$ cat src/rtl/sop_pkg.sv
package sop_pkg;
  typedef enum logic {
    OPM_SINGLE   = 1'b0,
    OPM_EXPANDED = 1'b1
  } opmode_e;
endpackage

$ cat src/rtl/sop_mode_latch.sv
module sop_mode_latch
  import sop_pkg::*;
(
  input  logic    clk,
  input  logic    rst_n,
  input  logic    mode_pin_i,
  output opmode_e mode_o,
  output logic    locked_o
);
  opmode_e mode_q, mode_d;
  logic    locked_q, locked_d;

  always_comb begin
    mode_d   = mode_q;
    locked_d = 1'b1;
    if (!locked_q) mode_d = mode_pin_i ? OPM_EXPANDED : OPM_SINGLE;
  end

  always_ff @(posedge clk or negedge rst_n) begin
    if (!rst_n) begin
      mode_q   <= OPM_SINGLE;
      locked_q <= 1'b0;
    end else begin
      mode_q   <= mode_d;
      locked_q <= locked_d;
    end
  end

  assign mode_o   = mode_q;
  assign locked_o = locked_q;

  AST_MODE_FROZEN: assert property (@(posedge clk) disable iff (!rst_n)
    locked_q |=> $stable(mode_q));
endmodule

$ cat src/rtl/sop_data_reg.sv
module sop_data_reg #(
  parameter int DATA_W = 8
) (
  input  logic              clk,
  input  logic              rst_n,
  input  logic              load_i,
  input  logic [DATA_W-1:0] wdata_i,
  output logic [DATA_W-1:0] data_o
);
  logic [DATA_W-1:0] data_q, data_d;

  always_comb begin
    data_d = data_q;
    if (load_i) data_d = wdata_i;
  end

  always_ff @(posedge clk or negedge rst_n) begin
    if (!rst_n) data_q <= '0;
    else        data_q <= data_d;
  end

  assign data_o = data_q;

  AST_DATA_HOLD: assert property (@(posedge clk) disable iff (!rst_n)
    !load_i |=> $stable(data_q));
endmodule

$ cat src/rtl/sop_strobe_gen.sv
module sop_strobe_gen (
  input  logic clk,
  input  logic rst_n,
  input  logic ce_i,
  input  logic wr_evt_i,
  input  logic clear_i,
  output logic pulse_o
);
  logic pulse_q, pulse_d;
  logic pend_q, pend_d;

  always_comb begin
    pulse_d = pulse_q;
    pend_d  = pend_q;
    if (ce_i) begin
      if (clear_i) begin
        pulse_d = 1'b0;
        pend_d  = 1'b0;
      end else if (pulse_q) begin
        pulse_d = 1'b0;
        pend_d  = pend_q | wr_evt_i;
      end else begin
        pulse_d = wr_evt_i | pend_q;
        pend_d  = wr_evt_i & pend_q;
      end
    end
  end

  always_ff @(posedge clk or negedge rst_n) begin
    if (!rst_n) begin
      pulse_q <= 1'b0;
      pend_q  <= 1'b0;
    end else begin
      pulse_q <= pulse_d;
      pend_q  <= pend_d;
    end
  end

  assign pulse_o = pulse_q;

  AST_PULSE_ONE_CYCLE: assert property (@(posedge clk) disable iff (!rst_n)
    (ce_i && pulse_q) |=> !pulse_q);
  AST_PULSE_HAS_CAUSE: assert property (@(posedge clk) disable iff (!rst_n)
    $rose(pulse_q) |-> $past(wr_evt_i || pend_q));
endmodule

$ cat src/rtl/strobed_out_port.sv
module strobed_out_port
  import sop_pkg::*;
#(
  parameter int               DATA_W    = 8,
  parameter int               ADDR_W    = 16,
  parameter logic [ADDR_W-1:0] PORT_ADDR = 16'h0C04
) (
  input  logic              clk,
  input  logic              rst_n,
  input  logic              bus_ce_i,
  input  logic              mode_exp_i,
  input  logic [ADDR_W-1:0] addr_i,
  input  logic              wr_i,
  input  logic              rd_i,
  input  logic [DATA_W-1:0] wdata_i,
  input  logic              strb_en_i,
  input  logic              strb_pol_i,
  output logic [DATA_W-1:0] rdata_o,
  output logic              rd_hit_o,
  output logic              ext_pass_o,
  output logic [DATA_W-1:0] port_o,
  output logic              strobe_o
);
  localparam int HI_LSB = ADDR_W - DATA_W;

  opmode_e           mode;
  logic              locked;
  logic              is_exp, is_single, sel;
  logic              wr_evt, strb_evt, pulse;
  logic [DATA_W-1:0] data;

  sop_mode_latch u_mode (
    .clk        (clk),
    .rst_n      (rst_n),
    .mode_pin_i (mode_exp_i),
    .mode_o     (mode),
    .locked_o   (locked)
  );

  always_comb begin
    is_exp    = locked && (mode == OPM_EXPANDED);
    is_single = locked && (mode == OPM_SINGLE);
    sel       = (addr_i == PORT_ADDR);
    wr_evt    = is_single && bus_ce_i && wr_i && sel;
    strb_evt  = wr_evt && strb_en_i;
  end

  sop_data_reg #(.DATA_W(DATA_W)) u_data (
    .clk     (clk),
    .rst_n   (rst_n),
    .load_i  (wr_evt),
    .wdata_i (wdata_i),
    .data_o  (data)
  );

  sop_strobe_gen u_strb (
    .clk      (clk),
    .rst_n    (rst_n),
    .ce_i     (bus_ce_i),
    .wr_evt_i (strb_evt),
    .clear_i  (is_exp),
    .pulse_o  (pulse)
  );

  genvar gi;
  generate
    for (gi = 0; gi < DATA_W; gi++) begin : g_pin
      assign port_o[gi] = is_exp ? addr_i[HI_LSB + gi] : data[gi];
    end
  endgenerate

  always_comb begin
    rd_hit_o   = is_single && rd_i && sel;
    rdata_o    = rd_hit_o ? port_o : '0;
    ext_pass_o = is_exp && sel && (rd_i || wr_i);
    strobe_o   = strb_pol_i ? pulse : ~pulse;
  end

  AST_READ_IS_PIN: assert property (@(posedge clk) disable iff (!rst_n)
    rd_hit_o |-> (rdata_o == port_o));
  AST_NO_STROBE_EXP: assert property (@(posedge clk) disable iff (!rst_n)
    is_exp |=> !pulse);
  AST_NO_HIT_EXP: assert property (@(posedge clk) disable iff (!rst_n)
    ext_pass_o |-> !rd_hit_o);
endmodule

$ cat config.mk
export PLATFORM = sky130hd
export DESIGN_NAME = strobed_out_port
export DESIGN_NICKNAME = d
export VERILOG_FILES = /design/src/rtl/sop_pkg.sv /design/src/rtl/sop_mode_latch.sv /design/src/rtl/sop_data_reg.sv /design/src/rtl/sop_strobe_gen.sv /design/src/rtl/strobed_out_port.sv
export SDC_FILE = /design/constraint.sdc
export NUM_CORES = 1
export LEC_CHECK = 0
export ABC_CLOCK_PERIOD_IN_PS = 1900
export BUFFER_PORTS_ARGS = -buffer_cell sky130_fd_sc_hd__buf_2
export CAP_MARGIN = 15
export CORE_UTILIZATION = 41
export CTS_CLUSTER_SIZE = 10
export DETAILED_ROUTE_END_ITERATION = 8
export PLACE_DENSITY = 0.83
export SLEW_MARGIN = 20
export SYNTH_ARGS = -nofsm -noshare
export SYNTH_HDL_FRONTEND = slang
export SYNTH_SLANG_ARGS = --single-unit
export TNS_END_PERCENT = 50
$ cat constraint.sdc
create_clock -name clk -period 1.9 [get_ports clk]
set_input_delay 0.38 -clock clk [delete_from_list [all_inputs] [get_ports clk]]
set_output_delay 0.38 -clock clk [all_outputs]
set_load 0.02 [all_outputs]
==> impl_metrics.json <==
{
  "yosysWarnings": 0,
  "maxCapViolCount": 0,
  "failed_checks": "negative setup slack",
  "synth_edf_count": 0,
  "timing.fmax_mhz": 517,
  "ioPinCount": 51,
  "timing.critical_path.max_delay_family": "simple AND/OR/NAND/NOR gates",
  "endpoint_kind": "output pin",
  "drc": 0,
  "period_share": 1.02,
  "drt_pass1_iterations": 4,
  "die_outline_height_um": 45.6,
  "design_area_um2": 1320,
  "numCtsBuffers": 3,
  "route.detailed.vias_per_inst": 5.22,
  "hold_path_class": "in -> reg",
  "max-vdd-ir-drop_mv": 0.327,
  "cts_max_level": 1,
  "number_of_buffer_and_inverter_instances_along_the_worst_setup_path": 3,
  "drv_slew": 0,
  "setup_ws_ps": -33.6,
  "route.detailed.wl_per_inst_um": 17.7,
  "rows": 15,
  "startpoint_type": "primary input",
  "total_leakage_power_nw": 0.676,
  "cp_data_arrival_time_ps": 1550,
  "synth.distinct_cells": 24,
  "post_placement_cell_area_um2": 1080,
  "placer_congestion_estimate": 0.764,
  "timing.setup.critical_path_class": "in -> out",
  "starting_utilization_of_the_core_area": 0.446,
  "antenna-diode-count": 0,
  "routed_wl_um": 2650,
  "via_count": 783,
  "synth.yosys.seq_area_share": 0.386,
  "status": "complete, but fails checks",
  "cp.required_ps": 1520,
  "drt_iter0_markers": 5,
  "crit_path_max_delay_cell_type": "and4_4",
  "p_per_area_nw_per_um2": 461,
  "layout-drive-gt1-share": 0.728,
  "dp.cells": 143,
  "tritoncts": "built",
  "die-width_um": 45.6,
  "cts.path.max_buffers": 2,
  "grt_use_total": 0.225,
  "clock_sinks": 12,
  "design.die.area_um2": 2080,
  "antenna_left": 0,
  "io_buffers": 50,
  "postSynthAreaPerCell_um2": 12.2,
  "hpwl_um": 1630,
  "globalRouteOverflowTotal": 0,
  "fin_tns_setup_ps": -52.7,
  "cts-root-buf": "clkbuf_4",
  "total_power_mw": 0.609,
  "clock_skew_ps": 3.14,
  "netlist_instances": 64,
  "via_count_of_the_first_global_routing_pass": 727,
  "finalCriticalPeriod_ps": 1930,
  "placeableCoreArea_um2": 1750,
  "mappedNetlistNets": 96,
  "grt_pass1_wl_um": 3230,
  "synth.cell_area_um2": 778,
  "maximum_number_of_pins_on_one_net_before_global_route_repair": 13,
  "postSynth.asyncResetShare": 1.00,
  "finish.cell_count_without_fillers": 150,
  "timing.final.setup_violations": 4,
  "clkSlewWorstSetupHoldPaths_ps": 80,
  "antenna_found_initial": 0,
  "timing.critical_path.cells": "buf_2, nor4b_4, and4_4, nand3_4, buf_6, nor2b_1, buf_4",
  "fillerInstances": 126,
  "setup_repair_after_global_routing_missed_its_margin": "yes",
  "synth-main-ff-cell": "dfrtp_1",
  "yosys_register_bits": 12,
  "critPathMaxStageDelay_ps": 280,
  "syn2layout_area_growth_pct": 69.8,
  "timing.final.hold_violations": 0,
  "critical_path_peak_fanout": 5,
  "final_nets": 158,
  "worstSkewPairLatency_ps": 290
}
## placed cells by master (no fill, tap or decap), types with 2 or more instances in the layout
cell	instances
clkbuf_4	3
nor2b_1	4
nor2b_4	4
and4_4	2
buf_4	8
buf_6	13
mux2_4	14
inv_1	3
dfrtp_1	12
nor4b_4	2
nand3_1	3
buf_2	37
mux2_2	2
## cell usage after synthesis, types with 2 or more instances
cell     instances  area share
and4_4           2       0.029
dfrtp_1         12        0.39
inv_1            3       0.014
mux2_2           8        0.12
mux2_4           8        0.15
nand3_1          4       0.026
nor2b_1          8       0.064
nor4b_2          3       0.058
## cell families (layout without fill, tap and decap cells)
logic type	Yosys count	after routing	share of synthesized area
other	1	1	0.00482
buffers and inverters	5	66	0.0466
AOI/OAI and AO/OA	4	4	0.0321
and+or+nand+nor	25	25	0.249
muxes	16	16	0.270
xor gates and xnor gates	1	1	0.0113
DFF	12	12	0.386
## path summary, 6_finish.rpt
check                                 from          endpoint  slack, ps  cells after the start
min in group asynchronous            rst_n  u_data.data_o[0]        500                      2
max reg2reg                  u_mode.mode_o  u_data.data_o[3]        410                      3
max in group asynchronous            rst_n  u_data.data_o[4]       1180                      2
min reg2reg                u_mode.locked_o     u_mode.mode_o        500                      1
max                              addr_i[1]        rdata_o[3]        -30                      7
min                             wdata_i[4]  u_data.data_o[4]        320                      2
## metrics by stage
| step | util | hold slack, ps | setup slack, ps |
|---|---|---|---|
| after global placement | 0.619 | 267 | -33.7 |
| after detailed placement | 0.619 | 277 | -86.3 |
| after floorplan | - | 84.4 | 57.6 |
| final | 0.757 | 323 | -33.6 |
| after global routing | 0.757 | 319 | -56.4 |
| after CTS | 0.677 | 325 | -5.06 |
## layout make-up
| cell class | count | area (um^2) | area share |
|---|---|---|---|
| Sequential cell | 12 | 300 | 0.227 |
| Multi-Input combinational cell | 47 | 541 | 0.409 |
| Tap cell | 25 | 31.3 | 0.0237 |
| Timing Repair Buffer | 59 | 402 | 0.304 |
| Clock buffer | 4 | 36.3 | 0.0275 |
| Inverter | 3 | 11.3 | 0.00852 |
## power by group
| part | total [mW] | internal, mW | switching [mW] |
|---|---|---|---|
| registers | 0.260 | 0.258 | 0.00197 |
| logic | 0.135 | 0.0705 | 0.0646 |
| clock network | 0.214 | 0.117 | 0.0970 |
| total | 0.609 | 0.446 | 0.164 |
## routing by layer
metal	track usage	up-vias	routed length (um)
li1	-	353	-
met1	0.249	380	890
met2	0.409	37	1490
met3	0.0595	13	109
met4	0.0788	0	165
met5	0	-	0
## timing repair
| action | in CTS | in global routing |
|---|---|---|
| setup buffers | 1 | 1 |
| endpoints found under the hold margin | 12 | 0 |
| setup endpoints to repair | 9 | 10 |
| pin swaps | 4 | 6 |
| gates resized for setup | 14 | 26 |
| hold buffers | 1 | 0 |
## sequential cells by signal (all words and copies together) (netlist names)
signal	count
u_strb.pulse_o	1
u_strb.pend_q	1
u_mode.locked_o	1
u_data.data_o	8
u_mode.mode_o	1
Power figures use the tool's default switching activity.
